===== src/rtl/intr_aggr_pkg.sv =====
package intr_aggr_pkg;

    localparam int DW        = 32;
    localparam int SUM_BIT   = 0;
    localparam int SOFT_BIT  = 1;
    localparam int PER_LO    = 2;
    localparam int SRC_HI    = 25;
    localparam int NPERIPH   = SRC_HI - PER_LO + 1;
    localparam int ADDR_W    = 10;

    typedef enum logic [2:0] {
        K_STAT, K_RAW, K_ESET, K_ECLR, K_SOFT, K_NONE
    } reg_kind_e;

    typedef struct packed {
        logic      fast;
        reg_kind_e kind;
    } reg_sel_t;

    function automatic logic [DW-1:0] src_mask();
        logic [DW-1:0] m;
        m = '0;
        for (int i = SOFT_BIT; i <= SRC_HI; i++) m[i] = 1'b1;
        return m;
    endfunction

    function automatic reg_sel_t decode(logic [ADDR_W-1:0] a);
        reg_sel_t r;
        r.fast = a[8];
        r.kind = K_NONE;
        if (!a[9]) begin
            case (a[7:0])
                8'h00:   r.kind = K_STAT;
                8'h04:   r.kind = K_RAW;
                8'h08:   r.kind = K_ESET;
                8'h0C:   r.kind = K_ECLR;
                8'h10:   r.kind = a[8] ? K_NONE : K_SOFT;
                default: r.kind = K_NONE;
            endcase
        end
        return r;
    endfunction

endpackage


===== src/rtl/intr_src_sync.sv =====
module intr_src_sync #(
    parameter int W      = 24,
    parameter int STAGES = 2
) (
    input  logic         clk,
    input  logic         rst,
    input  logic [W-1:0] d,
    output logic [W-1:0] q
);
    logic [W-1:0] chain [STAGES];

    generate
        for (genvar s = 0; s < STAGES; s++) begin : g_stage
            always_ff @(posedge clk) begin
                if (rst)         chain[s] <= '0;
                else if (s == 0) chain[s] <= d;
                else             chain[s] <= chain[(s == 0) ? 0 : s-1];
            end
        end
    endgenerate

    assign q = chain[STAGES-1];
endmodule


===== src/rtl/intr_mask_path.sv =====
module intr_mask_path
    import intr_aggr_pkg::*;
#(
    parameter bit SUMMARY = 1'b0
) (
    input  logic          clk,
    input  logic          rst,
    input  logic          set_we,
    input  logic          clr_we,
    input  logic [DW-1:0] wdata,
    input  logic [DW-1:0] raw,
    output logic [DW-1:0] en_o,
    output logic [DW-1:0] st_o,
    output logic          req_o
);
    localparam logic [DW-1:0] VALID = src_mask();

    logic [DW-1:0] en;
    logic [DW-1:0] masked;

    always_ff @(posedge clk) begin
        if (rst)         en <= '0;
        else if (set_we) en <= en | (wdata & VALID);
        else if (clr_we) en <= en & ~wdata;
    end

    assign masked = raw & en & VALID;

    generate
        if (SUMMARY) begin : g_sum
            always_comb begin
                st_o          = masked;
                st_o[SUM_BIT] = |masked;
            end
        end else begin : g_plain
            assign st_o = masked;
        end
    endgenerate

    always_ff @(posedge clk) begin
        if (rst) req_o <= 1'b0;
        else     req_o <= |masked;
    end

    assign en_o = en;
endmodule


===== src/rtl/intr_aggr.sv =====
module intr_aggr
    import intr_aggr_pkg::*;
#(
    parameter int SYNC_STAGES = 2
) (
    input  logic              clk,
    input  logic              rst,
    input  logic [NPERIPH-1:0] periph_req,
    input  logic              bus_sel,
    input  logic              bus_wr,
    input  logic [ADDR_W-1:0] bus_addr,
    input  logic [DW-1:0]     bus_wdata,
    output logic [DW-1:0]     bus_rdata,
    output logic              irq_o,
    output logic              fiq_o
);
    reg_sel_t         sel;
    logic             wr_en;
    logic             soft_q;
    logic [NPERIPH-1:0] per_sync;
    logic [DW-1:0]    raw_vec;
    logic [DW-1:0]    irq_en, fiq_en, irq_st, fiq_st;

    assign sel   = decode(bus_addr);
    assign wr_en = bus_sel & bus_wr;

    intr_src_sync #(.W(NPERIPH), .STAGES(SYNC_STAGES)) u_sync (
        .clk(clk), .rst(rst), .d(periph_req), .q(per_sync)
    );

    always_ff @(posedge clk) begin
        if (rst)                            soft_q <= 1'b0;
        else if (wr_en && sel.kind == K_SOFT) soft_q <= bus_wdata[SOFT_BIT];
    end

    always_comb begin
        raw_vec                   = '0;
        raw_vec[SRC_HI:PER_LO]    = per_sync;
        raw_vec[SOFT_BIT]         = soft_q;
    end

    intr_mask_path #(.SUMMARY(1'b0)) u_irq (
        .clk(clk), .rst(rst),
        .set_we(wr_en && !sel.fast && sel.kind == K_ESET),
        .clr_we(wr_en && !sel.fast && sel.kind == K_ECLR),
        .wdata(bus_wdata), .raw(raw_vec),
        .en_o(irq_en), .st_o(irq_st), .req_o(irq_o)
    );

    intr_mask_path #(.SUMMARY(1'b1)) u_fiq (
        .clk(clk), .rst(rst),
        .set_we(wr_en && sel.fast && sel.kind == K_ESET),
        .clr_we(wr_en && sel.fast && sel.kind == K_ECLR),
        .wdata(bus_wdata), .raw(raw_vec),
        .en_o(fiq_en), .st_o(fiq_st), .req_o(fiq_o)
    );

    always_comb begin
        bus_rdata = '0;
        case (sel.kind)
            K_STAT: bus_rdata = sel.fast ? fiq_st : irq_st;
            K_RAW: begin
                bus_rdata = raw_vec;
                if (sel.fast) bus_rdata[SUM_BIT] = fiq_st[SUM_BIT];
            end
            K_ESET, K_ECLR: bus_rdata = sel.fast ? fiq_en : irq_en;
            K_SOFT: bus_rdata[SOFT_BIT] = soft_q;
            default: bus_rdata = '0;
        endcase
    end
endmodule


===== config.mk =====
export PLATFORM = sky130hd
export DESIGN_NAME = intr_aggr
export DESIGN_NICKNAME = d
export VERILOG_FILES = /design/src/rtl/intr_aggr_pkg.sv /design/src/rtl/intr_src_sync.sv /design/src/rtl/intr_mask_path.sv /design/src/rtl/intr_aggr.sv
export SDC_FILE = /design/constraint.sdc
export NUM_CORES = 1
export LEC_CHECK = 0
export ABC_AREA = 1
export ABC_CLOCK_PERIOD_IN_PS = 2960
export BUFFER_PORTS_ARGS = -buffer_cell sky130_fd_sc_hd__buf_2
export CAP_MARGIN = 25
export CORE_MARGIN = 1
export CORE_UTILIZATION = 25
export CTS_BUF_LIST = sky130_fd_sc_hd__clkbuf_16
export DETAILED_ROUTE_END_ITERATION = 10
export GPL_ROUTABILITY_DRIVEN = 0
export HOLD_SLACK_MARGIN = 0.06
export PLACE_DENSITY = 0.39
export REMOVE_ABC_BUFFERS = 1
export SKIP_LAST_GASP = 1
export SLEW_MARGIN = 30
export SYNTH_ARGS = -nofsm -noshare
export SYNTH_HDL_FRONTEND = slang
export SYNTH_SLANG_ARGS = --single-unit

===== constraint.sdc =====
create_clock -name clk -period 2.96 [get_ports clk]
set_clock_uncertainty 0.15 [all_clocks]
set_input_delay 0.592 -clock clk [delete_from_list [all_inputs] [get_ports clk]]
set_output_delay 0.592 -clock clk [all_outputs]
set_load 0.02 [all_outputs]

Word-level counts from Yosys, hierarchy flattened

Memories as Yosys holds them, arrays and structs flattened.
Index checks and enable logic that the tools add are counted.

Memory bits (writable): 48
Register bits: 67
Output and inout bits: 34
Logic and storage cells: 58
Input bits: 70
Memories: 1

Multiplexer cells: 18
Reductions and logical operators: 16
Bitwise gates (word level): 10
Equality and inequality tests: 8

Memory list:

| memory       | words | bits a word | read ports | clocked after Yosys merged registers in | wr ports | RTL line            | RTL |
|---|---|---|---|---|---|---|---|
| u_sync.chain | 2     | 24          | 2          | 0                                       | 2        | intr_src_sync.sv:10 | `logic [W-1:0] chain [STAGES];` |

Operator list:

| operator             | number |
|---|---|
| $mux W32             | 5 |
| $pmux W30 S3         | 1 |
| $and A32 B32 Y32     | 2 |
| $or A32 B26 Y32      | 2 |
| $and A26 B26 Y26     | 2 |
| $reduce_or A25 Y1    | 2 |
| $mux W24             | 2 |
| $not A32 Y32         | 1 |
| $mux W26             | 1 |
| $eq A8 B4 Y1 const B | 2 |
| $pmux W3 S5          | 1 |
| $eq A8 B3 Y1 const B | 1 |
| $eq A8 B5 Y1 const B | 1 |
| $logic_not A8 Y1     | 1 |
| $logic_and A1 B1 Y1  | 7 |
| $eq A3 B2 Y1 const B | 2 |
| $pmux W1 S3          | 2 |
| $mux W1              | 5 |
| $reduce_bool A2 Y1   | 2 |
| $reduce_or A2 Y1     | 2 |
| $eq A3 B1 Y1 const B | 1 |
| $eq A3 B3 Y1 const B | 1 |
| $logic_not A3 Y1     | 1 |
| $mux W3              | 1 |
| 3 further kinds      | 4 |

Longest topological paths before layout

Word-level depth: 7
Mapped depth: 13
Mapped depth without buffers: 13

By module

From an unflattened synthesis, not the netlist that was laid out.

Cells, all modules: 906
Area, all modules: 6331.1 um^2

Modules (own cells, without submodules):

| module                  | area each (um^2) | cells an instance | times used |
|---|---|---|---|
| intr_aggr               | 1701.6           | 363               | 1 |
| intr_mask_path at u_irq | 1634.1           | 197               | 1 |
| intr_mask_path at u_fiq | 1630.3           | 197               | 1 |
| intr_src_sync           | 1365.1           | 149               | 1 |

Worst setup path after synthesis

Ideal clock, no wire load.

Kind: input to output
Start point: input bus_addr[0]
End point: output bus_rdata[11]
Arrival: 1932 ps
Path slack: 286 ps
Stages on the path: 8
Cells stage by stage: inv_1 nand2_2 nor2_2 nand2_4 nor2_4 inv_2 clkbuf_1 o21ai_0

Word-level cells in the longest chain between the ends: 6
Elaborated cells on any way between the ends: 13
Those cells by class: 7 x eq/ne; 3 x mux; 3 x reduce/logical

Ends and longest elaborated chain:

| what                                 | RTL line            | RTL |
|---|---|---|
| start, declared                      | intr_aggr.sv:11     | `input logic [ADDR_W-1:0] bus_addr,` |
| $eq A8 B5 Y1 (tied with other cells) | intr_aggr_pkg.sv:32 | `case (a[7:0])` |
| $pmux W3 S5 *                        | intr_aggr_pkg.sv:32 |  |
| $mux W3 *                            | intr_aggr_pkg.sv:31 | `if (!a[9]) begin` |
| $eq A3 B2 Y1                         | intr_aggr.sv:60     | `case (sel.kind)` |
| $reduce_or A2 Y1                     | intr_aggr.sv:60     |  |
| $pmux W30 S3 *                       | intr_aggr.sv:60     |  |
| end, declared                        | intr_aggr.sv:13     | `output logic [DW-1:0] bus_rdata,` |

Mark *: on every way between the ends. The rest lies on a longest branch, timed or not.

Worst setup path in the final report

Start point: input bus_addr[6]
End point: output bus_rdata[13]

The elaborated chain is that of the path after synthesis.

==> results <==
- The run finished with clean final reports.
- In this run the horizontal extent of the chip is 147 µm.
- The post-CTS clock slew at the launch and capture registers of the worst setup and hold paths is 0.05 ns.
- The hold violation count in the final report came to 0.
- The synthesized flop and latch total is 115.
- The cell depth of the worst flop-to-flop path is 5.
- The mapped netlist covers 5260 µm².
- The share of the clock period used by the worst path is 0.951.
- The overall fraction of global-route tracks in use is 0.154.
- The fraction of synthesized cell area taken by the top area cell type is 0.438.
- The tightest hold path in the finished design has a slack of 0.223 ns.
- The async set-or-reset flop fraction in the synthesized netlist is 0.
- The maximum fanout encountered on the critical timing path is 16.
- The number of buffers created by CTS is 17.
- In this run, the number of DRC markers left after iteration 0 of detailed routing was 226.
- The sequential standard cell area is 2300 µm².
- The insertion delay of the later-clocked pin in the worst-skew pair is 0.41 ns.
- The number of antenna diodes in the final layout is 0.
- The number of buffers between clock root and the deepest sink is 2.
- At the pin with the least slew margin, the transition time is 0.552 ns.
- In the post-synthesis netlist, the biggest area contributors are dfxtp_1 44%, nand2_1 12%, inv_1 7.9%.
- The initial antenna violation count is 0.
- The critical register-to-register path endpoint is u_fiq.req_o.
- The largest area contributor in the synthesized netlist is dfxtp_1.
- In the final design database the tool counted 917 nets.
- The largest voltage drop on the vdd net is 0.341 mV.
- The TritonCTS clock tree is built.
- Sorting the synthesized cells by how often they occur yields 161 x nand2_1, 115 x dfxtp_1, 111 x inv_1.
- The total via count after detailed routing is 4825.
- Power spread over the standard cell area amounts to 528 nW/µm².
- Measured against its own limit, the worst slew margin works out to 0.632.
- The number of inserted filler cells in the final layout is 2278.
- The number of max-slew violations in the final report is 0.
- The type of the most critical hold path is primary input to flop.
- The total number of H-tree levels is 4.
- The worst setup path is captured at an output port.
- The startpoint of the most critical register-to-register path is u_sync.chain[1][12].
- The summed negative setup slack over all endpoints is 0 ns.
- Setup repair after global routing left no endpoint under its margin.
- The half-perimeter wire length after placement is 10600 µm.
- The number of iterations in the first detailed-routing pass is 5.
- The cell count after synthesis came out at 738.
- The die covers 21600 µm².
- The initial core utilization is 0.257.
- The number of instances on the worst hold path is 3.
- STA puts the critical path data required time at 2.22 ns.
- Of the synthesized area, sequential elements account for 0.438.
- In this run the remaining antenna-violating nets after routing total 0.
- After detailed routing, the total wire length is 15800 µm.
- The via count of the first global-routing pass is 4690.
- The ratio of routed vias to standard cells is 4.28.
- The number of placement rows is 52.
- The synthesized design contains 0 enable-type register cells.
- The pin count of the biggest net entering global routing is 107.
- For the worst setup path, the data arrival time is 2.07 ns.
- The netlist uses 31 different library cells.
- After detailed routing, the average wire length per cell comes to 14.0 µm.
- During placement, the flow inserted port buffers numbering 103.
- Derived from the worst setup path, the maximum achievable clock frequency is 355 MHz.
- The I/O pin total is 104.
- The leakage power total is 0.00313 µW.
- The kind of critical path is primary input to output port.
- The area growth from synthesis to layout is 25.6%.
- Across all register-to-register paths, the minimum setup slack is 1.62 ns.
- Of the cells placed in the final design, the portion with a size suffix greater than 1 is 0.196.
- The number of max-cap violations is 0.
- The final setup violation count is 0.
- The worst path in the final design needs a cycle of 2.82 ns, including I/O delays and setup.
- The hold path endpoint is u_sync.chain[0][5].
- Counting every sink on the clock net gives 115.
- The wire length of the first global-routing pass is 25200 µm.
- Among all flip-flop cells after synthesis, the most frequent one is dfxtp_1.
- In this run the standard cell core region covers 20400 µm².
- The cell at the root of the clock tree is clkbuf_16.
- Each instance of the synthesized netlist takes up on average 7.12 µm².
- In this run the most critical hold path is launched from periph_req[5].
- For this run the aggregate overflow at the end of global routing stands at 0.
- STA classifies the critical path startpoint as a primary input.
- For this run, the number of Yosys warnings is 0.
- The die is 147 µm tall.
- In the routed design, unresolved DRC markers number 0.
- By instance count, the leading cell after synthesis is nand2_1.
- Summing all multi-input logic gate instances after layout gives 2330 µm².
final cells by class:
type,instances,share of cell area
Multi-Input combinational cell,472,0.353
Sequential cell,115,0.349
Timing Repair Buffer,121,0.105
Inverter,120,0.0690
Clock buffer,17,0.0644
Tap cell,270,0.0512
Clock inverter,13,0.00872
what timing repair did:
action / 4_1_cts / 5_1_grt
hold buffers: 0 / 0
hold endpoints to repair: 0 / 0
setup buffers: 0 / 3
setup endpoints to repair: 0 / 1
resized for setup: 0 / 2
critical path, stage by stage:
cell,delay (ns)
buf_2,0.11
inv_2,0.06
nand2_4,0.07
nor2_8,0.13
nand2_1,0.08
nor2_2,0.17
nand2_2,0.08
inv_2,0.09
buf_12,0.16
buf_4,0.13
nand3_1,0.07
o21ai_0,0.11
buf_2,0.22
stage by stage:
step / total power, µW / setup WS [ns] / std cells / cell area (µm²) / utilization
2_1_floorplan: 1680 / 0.384 / 707 / 5080 / -
3_3_place_gp: 1810 / 0.174 / 1095 / 6090 / 0.298
3_5_place_dp: 1810 / 0.156 / 1095 / 6090 / 0.298
4_1_cts: 3560 / 0.145 / 1125 / 6570 / 0.322
5_1_grt: 3650 / 0.000719 / 1128 / 6600 / 0.323
6_report: 3490 / 0.145 / 1128 / 6600 / 0.323
metal layers:
metal,up-vias,part of all wire,track usage
met5,-,0,0
met4,0,0.0085,0.0495
met3,12,0.038,0.0391
met2,92,0.45,0.243
met1,2178,0.50,0.206
li1,2543,-,-
logic make-up after synthesis:
kind of cell | share of synthesized area
AND/OR/NAND/NOR | 0.253
AO/OA/AOI/OAI | 0.150
buffers and inverters | 0.119
flip-flops | 0.438
multiplexers | 0.0400
how the worst max path moves through the flow:
stage / to / start / slack (ns) / cells after the start
after floorplan: bus_rdata[10] / bus_addr[0] / 0.38 / 7
after global placement: bus_rdata[20] / bus_addr[6] / 0.17 / 13
after detailed placement: bus_rdata[1] / bus_addr[1] / 0.16 / 14
after CTS: bus_rdata[1] / bus_addr[0] / 0.14 / 14
after global routing: bus_rdata[20] / bus_addr[6] / 0.0007 / 13
final: bus_rdata[13] / bus_addr[6] / 0.14 / 13
cells in the final DEF, fill, tap and decap left out, drive strengths merged, types with 2 or more instances in the layout:
cell type	Yosys	final
nand2	169	169
inv	119	123
buf	15	121
dfxtp	115	115
nor2	87	87
o21ai	82	82
a21oi	56	56
nand3	23	23
mux2i	21	21
clkbuf	16	17
nand4	12	12
clkinv	1	9
o21bai	7	7
and3	6	6
o211ai	2	2
o2111ai	2	2
report_power, final:
part | internal [µW] | total (µW) | switching (µW)
combinational | 66.0 | 176 | 110
clock | 1020 | 1720 | 694
sequential | 1580 | 1600 | 15.0
total | 2670 | 3490 | 819
Note: power is estimated with default switching activity, not from simulation.
